File: src/rtl/mdio_mgmt_pkg.sv
package mdio_mgmt_pkg;
  localparam int FRAME_BITS = 64;
  localparam int DRIVE_BITS = 46;   // preamble+start+op+phy+reg
  localparam int PRE_BITS   = 32;

  localparam logic [2:0] OFS_REG   = 3'd0;
  localparam logic [2:0] OFS_WRLO  = 3'd1;
  localparam logic [2:0] OFS_WRHI  = 3'd2;
  localparam logic [2:0] OFS_RDLO  = 3'd3;
  localparam logic [2:0] OFS_RDHI  = 3'd4;
  localparam logic [2:0] OFS_CMD   = 3'd5;
  localparam logic [2:0] OFS_STAT  = 3'd6;

  typedef struct packed {
    logic        start;
    logic        isRead;
    logic [4:0]  regNum;
    logic [15:0] wrData;
  } pathCmd_t;
endpackage

File: src/rtl/mdio_mgmt_path.sv
module mdio_mgmt_path
  import mdio_mgmt_pkg::*;
#(
  parameter int         HALF_DIV = 4,
  parameter logic [4:0] PHY_ADDR = 5'd1
) (
  input  logic        clk,
  input  logic        rstN,
  input  pathCmd_t    cmd,
  output logic        opDone,
  output logic [15:0] rdData,
  output logic        mdc,
  output logic        mdioOut,
  output logic        mdioOe,
  input  logic        mdioIn
);
  localparam int PERIOD = 2 * HALF_DIV;
  localparam int DIV_W  = (PERIOD > 2) ? $clog2(PERIOD) : 1;
  localparam int CNT_W  = $clog2(FRAME_BITS);

  logic                  active;
  logic                  isRd;
  logic [DIV_W-1:0]      divCnt;
  logic [CNT_W-1:0]      bitCnt;
  logic [FRAME_BITS-1:0] shiftOut;
  logic [15:0]           shiftIn;
  logic [FRAME_BITS-1:0] frame;

  always_comb begin
    frame = {{PRE_BITS{1'b1}}, 2'b01,
             cmd.isRead ? 2'b10 : 2'b01,
             PHY_ADDR, cmd.regNum,
             cmd.isRead ? 2'b11 : 2'b10,
             cmd.wrData};
  end

  always_ff @(posedge clk or negedge rstN) begin
    if (!rstN) begin
      active   <= 1'b0;
      isRd     <= 1'b0;
      divCnt   <= '0;
      bitCnt   <= '0;
      shiftOut <= '0;
      shiftIn  <= '0;
      opDone   <= 1'b0;
    end else begin
      opDone <= 1'b0;
      if (cmd.start) begin
        active   <= 1'b1;
        isRd     <= cmd.isRead;
        divCnt   <= '0;
        bitCnt   <= '0;
        shiftOut <= frame;
      end else if (active) begin
        if (isRd && divCnt == DIV_W'(HALF_DIV - 1))
          shiftIn <= {shiftIn[14:0], mdioIn};
        if (divCnt == DIV_W'(PERIOD - 1)) begin
          divCnt   <= '0;
          shiftOut <= {shiftOut[FRAME_BITS-2:0], 1'b0};
          if (bitCnt == CNT_W'(FRAME_BITS - 1)) begin
            active <= 1'b0;
            opDone <= 1'b1;
          end else begin
            bitCnt <= bitCnt + 1'b1;
          end
        end else begin
          divCnt <= divCnt + 1'b1;
        end
      end
    end
  end

  assign mdc     = active && (divCnt >= DIV_W'(HALF_DIV));
  assign mdioOut = shiftOut[FRAME_BITS-1];
  assign mdioOe  = active && (!isRd || bitCnt < CNT_W'(DRIVE_BITS));
  assign rdData  = shiftIn;
endmodule

File: src/rtl/mdio_mgmt_regs.sv
module mdio_mgmt_regs
  import mdio_mgmt_pkg::*;
(
  input  logic        clk,
  input  logic        rstN,
  input  logic        hostWe,
  input  logic [2:0]  hostAddr,
  input  logic [7:0]  hostWdata,
  output logic [7:0]  hostRdata,
  output pathCmd_t    cmd,
  input  logic        opDone,
  input  logic [15:0] rdData
);
  logic [4:0] regNum;
  logic [7:0] wrLo, wrHi, rdLo, rdHi;
  logic readCmd, scanCmd, busy, scanFlag, notValid, errFlag;

  always_ff @(posedge clk or negedge rstN) begin
    if (!rstN) begin
      regNum <= '0; wrLo <= '0; wrHi <= '0; rdLo <= '0; rdHi <= '0;
      readCmd <= 1'b0; scanCmd <= 1'b0; busy <= 1'b0;
      scanFlag <= 1'b0; notValid <= 1'b0; errFlag <= 1'b0;
      cmd <= '0;
    end else begin
      cmd.start <= 1'b0;
      if (opDone) begin
        if (scanFlag) begin
          rdLo <= rdData[7:0]; rdHi <= rdData[15:8];
          notValid <= 1'b0;
          if (scanCmd) cmd.start <= 1'b1;
          else begin busy <= 1'b0; scanFlag <= 1'b0; end
        end else begin
          busy <= 1'b0;
          if (cmd.isRead) begin
            rdLo <= rdData[7:0]; rdHi <= rdData[15:8];
            readCmd <= 1'b0;
          end
        end
      end
      if (hostWe) begin
        unique case (hostAddr)
          OFS_REG:  if (busy) errFlag <= 1'b1; else regNum <= hostWdata[4:0];
          OFS_WRLO: wrLo <= hostWdata;
          OFS_WRHI: if (busy) errFlag <= 1'b1;
                    else begin
                      wrHi <= hostWdata; busy <= 1'b1;
                      cmd.start <= 1'b1; cmd.isRead <= 1'b0;
                      cmd.regNum <= regNum; cmd.wrData <= {hostWdata, wrLo};
                    end
          OFS_CMD:  if (busy) begin
                      if (hostWdata[0] || (hostWdata[1] && !scanFlag)) errFlag <= 1'b1;
                      else scanCmd <= hostWdata[1];
                    end else if (hostWdata[1]) begin
                      scanCmd <= 1'b1; scanFlag <= 1'b1; notValid <= 1'b1;
                      busy <= 1'b1; cmd.start <= 1'b1; cmd.isRead <= 1'b1;
                      cmd.regNum <= regNum;
                    end else begin
                      scanCmd <= 1'b0;
                      if (hostWdata[0]) begin
                        readCmd <= 1'b1; busy <= 1'b1; cmd.start <= 1'b1;
                        cmd.isRead <= 1'b1; cmd.regNum <= regNum;
                      end
                    end
          default: ;
        endcase
      end
    end
  end

  always_comb begin
    unique case (hostAddr)
      OFS_REG:  hostRdata = {3'b000, regNum};
      OFS_WRLO: hostRdata = wrLo;
      OFS_WRHI: hostRdata = wrHi;
      OFS_RDLO: hostRdata = rdLo;
      OFS_RDHI: hostRdata = rdHi;
      OFS_CMD:  hostRdata = {6'b0, scanCmd, readCmd};
      OFS_STAT: hostRdata = {4'b0, errFlag, notValid, scanFlag, busy};
      default:  hostRdata = 8'h00;
    endcase
  end
endmodule

File: src/rtl/mdio_mgmt_ctrl.sv
module mdio_mgmt_ctrl
  import mdio_mgmt_pkg::*;
#(
  parameter int         HALF_DIV = 4,
  parameter logic [4:0] PHY_ADDR = 5'd1
) (
  input  logic       clk,
  input  logic       rstN,
  input  logic       hostWe,
  input  logic [2:0] hostAddr,
  input  logic [7:0] hostWdata,
  output logic [7:0] hostRdata,
  output logic       mdc,
  output logic       mdioOut,
  output logic       mdioOe,
  input  logic       mdioIn
);
  pathCmd_t    pathCmd;
  logic        opDone;
  logic [15:0] rdData;

  mdio_mgmt_regs uCtrl (
    .clk(clk), .rstN(rstN), .hostWe(hostWe), .hostAddr(hostAddr),
    .hostWdata(hostWdata), .hostRdata(hostRdata), .cmd(pathCmd),
    .opDone(opDone), .rdData(rdData)
  );

  mdio_mgmt_path #(.HALF_DIV(HALF_DIV), .PHY_ADDR(PHY_ADDR)) uPath (
    .clk(clk), .rstN(rstN), .cmd(pathCmd), .opDone(opDone),
    .rdData(rdData), .mdc(mdc), .mdioOut(mdioOut), .mdioOe(mdioOe),
    .mdioIn(mdioIn)
  );
endmodule

File: config.mk
export PLATFORM = sky130hd
export DESIGN_NAME = mdio_mgmt_ctrl
export DESIGN_NICKNAME = d
export VERILOG_FILES = /design/src/rtl/mdio_mgmt_pkg.sv /design/src/rtl/mdio_mgmt_path.sv /design/src/rtl/mdio_mgmt_regs.sv /design/src/rtl/mdio_mgmt_ctrl.sv
export SDC_FILE = /design/constraint.sdc
export NUM_CORES = 1
export LEC_CHECK = 0
export CORE_UTILIZATION = 45
export CTS_BUF_LIST = sky130_fd_sc_hd__clkbuf_16
export CTS_CLUSTER_SIZE = 40
export DETAILED_ROUTE_END_ITERATION = 8
export GPL_TIMING_DRIVEN = 0
export PLACE_DENSITY = 0.72
export SYNTH_ARGS = -nofsm -noshare
export SYNTH_HDL_FRONTEND = slang
export SYNTH_SLANG_ARGS = --single-unit
File: constraint.sdc
create_clock -name clk -period 1.9 [get_ports clk]
set_input_delay 0.19 -clock clk [delete_from_list [all_inputs] [get_ports clk]]
set_output_delay 0.19 -clock clk [all_outputs]
set_load 0.02 [all_outputs]
==> metrics.md <==
| Metric | Value |
|---|---|
| Slew Limit Headroom | `0.510` |
| Met2 usage | `0.334` |
| Cell count of the worst hold path | `4` |
| Nets | `662` |
| Post-synth EDFFs | `0` |
| Layout area overhead | `18.7%` |
| GRT Overall Usage | `0.197` |
| Logic pwr share | `0.184` |
| ANT nets after route | `0` |
| Final Slew Violations | `0` |
| Largest stage delay, worst path | `0.48 ns` |
| Routed WL per cell | `16.2 µm` |
| Critical-path top delay cell | `mux4_2` |
| Fmax | `538 MHz` |
| Net Sw Power | `2.74 mW` |
| Met3 usage in global routing | `0.0511` |
| Ys Warns | `0` |
| Power Internal | `7.20 mW` |
| First-pass DRT Iterations | `5` |
| Place WS | `-0.656 ns` |
| Post-route cell area | `7750 µm²` |
| Reg2reg path depth | `5` |
| Final setup viols | `0` |
| Synthesized cell area | `6530 µm²` |
| Port-buffer cells | `24` |
| LEAKAGE | `3.66 nW` |
| Post-synth top flop | `dfrtp_1` |
| R2R Setup Slk | `0.10 ns` |
| Vias per inst | `5.43` |
| Syn nets | `609` |
| Clk slew on worst S/H paths | `0.06 ns` |
| CTS H-Tree Depth | `4` |
| Max Root-Sink Buffers | `2` |
| PnR worst setup slack | `0.0418 ns` |
| Final hold vios | `0` |
| Asr flop ratio synth | `1.00` |
| Die H | `122 µm` |
| Final cycle utilization of the critical path | `0.978` |
| Core area | `14,000 µm²` |
| Fillers | `1,155` |
| CTS tree | `built` |
| Worst min path class | `in2reg` |
| Power after layout | `9.94 mW` |
| Die Wd | `122 µm` |
| Sequential area share after synthesis | `0.575` |
| Routability-driven placement congestion ratio | `0.832` |
| # clock sinks | `150` |
| Power per cell area | `1280 nW/µm²` |
| Most used routing layer | `met2` |
| Initial antenna violation count | `0` |
| Site Rows | `43` |
| CP endpoint kind | `primary output` |
| Status | `finished clean` |
| DRC | `0` |
| Sequential power share | `0.460` |
| Largest net degree at the start of global routing | `79` |
| Synth cell types | `47` |
| Hold_ws | `0.289 ns` |
| RSZ-0062 raised after global routing | `true` |
| Worst reg2reg endpoint | `uPath.rdData[13]` |
| Hold EP | `uCtrl.regNum[1]` |
| Switching power share of the total | `0.276` |
| Dpl cell area | `7020 µm²` |
| Vias in the first global route | `4,505` |
| Worst setup SP type | `flip-flop` |
| Via count | `4,533` |
| Clk_lat worst skew | `0.42 ns` |
| Min-delay src | `hostAddr[1]` |
| ANT cells | `0` |
| Critical path, cell by cell | `mux4_2 > a22o_1 > buf_6` |
| # IOs | `26` |
| Crit Path Max Fanout | `2` |
| M1 GR Usage | `0.242` |
| Gate Count Post-Synth | `590` |
| Synth Register Bits | `150` |
| Worst Setup Path Type | `reg2out` |
| Critical R2R Launch | `uPath.divCnt[0]` |
| Crit path time final | `1.86 ns` |
| HPWL Detailed | `9310 µm` |
| First-pass GRT wire length | `22,400 µm` |
| Crit. Startpoint | `uCtrl.wrHi[3]` |
| Grt total ovfl | `0` |
| Layout cell share with drive strength beyond 1 | `0.240` |
| Arr. time, crit path | `1.67 ns` |
| Peak supply drop | `900 µV` |
| Initial DRC count | `359` |
| Worst Max-Slew Pin Slew | `0.735 ns` |
| Root buffer cell | `clkbuf_16` |
| Skew final | `0.00880 ns` |
| Fin Setup TNS | `0 ns` |
| Post-synthesis average cell area | `11.1 µm²` |
| Clk pwr share | `0.355` |
| CTS Buf Count | `17` |
| Max_cap viols | `0` |
| DRT Wirelength | `13,500 µm` |
| Die ar. | `15,000 µm²` |
| Initial core utilization | `0.465` |
| Worst Path Required | `1.71 ns` |
[metal layers]
metal,vias to the layer above,part of all wire
met5,-,0
met1,2293,0.44
li1,2136,-
met2,82,0.51
met3,22,0.034
met4,0,0.016
[worst max path at each step]
| stage | endpoint | slack, ns |
|---|---|---|
| after floorplan | uPath.shiftOut[55] | 0.22 |
| after global placement | uPath.rdData[8] | -5.08 |
| after detailed placement | hostRdata[0] | -0.66 |
| after CTS | hostRdata[0] | -0.07 |
| after global routing | hostRdata[3] | -0.03 |
| final | hostRdata[3] | 0.04 |
[cell type report]
type	instances	area [µm²]	share of cell area
Multi-Input combinational cell	392	2590	0.334
Clock inverter	14	193	0.0249
Inverter	13	50.0	0.00646
Sequential cell	150	3750	0.485
Buffer	34	201	0.0260
Clock buffer	17	425	0.0549
Timing Repair Buffer	35	312	0.0402
Tap cell	180	225	0.0291
[worst max-delay path: cells and delay by family (launching register included)]
kind	cells	cell delay [ns]
multiplexers	1	0.48
flip-flops	1	0.39
AO/OA/AOI/OAI	1	0.25
buffers and inverters	1	0.14
[cell usage in the layout (no fill, tap or decap), drive strengths merged, types with 3 or more instances in the layout]
master,instances
nor2,13
mux2,64
clkinv,5
a21oi,18
mux2i,25
clkbuf,38
nand2b,3
ha,4
and2,5
a22oi,4
and3,4
o31ai,6
mux4,3
o21ai,36
nand2,132
dfrtp,150
buf,32
inv,15
a31oi,5
nand3,43
clkdlybuf4s50,12
bufinv,5
[synth_stat cells, drive strengths merged, types with 2 or more instances]
cell,n,share of area
a22oi,4,0.0046
o31ai,6,0.011
and3,4,0.0038
mux4,3,0.010
nor2,13,0.0075
clkbuf,17,0.0098
xor2,2,0.0027
nand3,43,0.033
inv,12,0.0069
mux2,64,0.11
nand2,132,0.076
a31oi,5,0.0048
o22ai,2,0.0019
nand4,2,0.0029
o21ai,36,0.028
buf,18,0.016
a211oi,2,0.0023
and2,5,0.0048
ha,4,0.0077
o211ai,2,0.0044
mux2i,25,0.038
nor2b,2,0.0019
a21oi,18,0.014
nand2b,3,0.0029
dfrtp,150,0.58
[power by group through the flow]
stage / clock network, mW / logic (mW) / registers, mW
4_1_cts: 3.58 / 1.80 / 4.58
2_1_floorplan: 0 / 1.29 / 4.45
3_5_place_dp: 0 / 1.76 / 4.62
3_3_place_gp: 0 / 1.66 / 4.58
6_report: 3.53 / 1.83 / 4.58
5_1_grt: 3.73 / 2.08 / 4.68
[flip-flops by register name, summed over array words and instances (netlist names), 3 cells and up]
name            count
uPath.bitCnt        6
uCtrl.rdHi          8
uCtrl.rdLo          8
uCtrl.regNum        5
uCtrl.wrHi          7
uCtrl.wrLo          8
uPath.shiftOut     64
uPath.divCnt        3
uPath.rdData       16
uCtrl.cmd          16
[cells by family after synthesis]
| family | count (synthesis) | share of synthesized area |
|---|---|---|
| buffers and inverters | 48 | 0.0330 |
| AO/OA/AOI/OAI | 82 | 0.0799 |
| AND/OR/NAND/NOR | 212 | 0.143 |
| adder cells (fa/ha/maj) | 4 | 0.00767 |
| flip-flops | 150 | 0.575 |
| multiplexers | 92 | 0.159 |
| XOR/XNOR | 2 | 0.00268 |
[metrics by stage]
| step | utilization | cells |
|---|---|---|
| after floorplan | - | 590 |
| final | 0.552 | 835 |
| after global routing | 0.552 | 835 |
| after global placement | 0.498 | 794 |
| after CTS | 0.548 | 831 |
| after detailed placement | 0.500 | 795 |
[timing repair]
action | in CTS | in global routing
hold buffers | 1 | 0
cloned | 1 | 0
endpoints found under the setup margin | 35 | 82
hold endpoints to repair | 77 | 0
gates resized for setup | 48 | 26
pin swaps | 0 | 1
buffers inserted | 3 | 5
(Power assumes the default switching activity.)
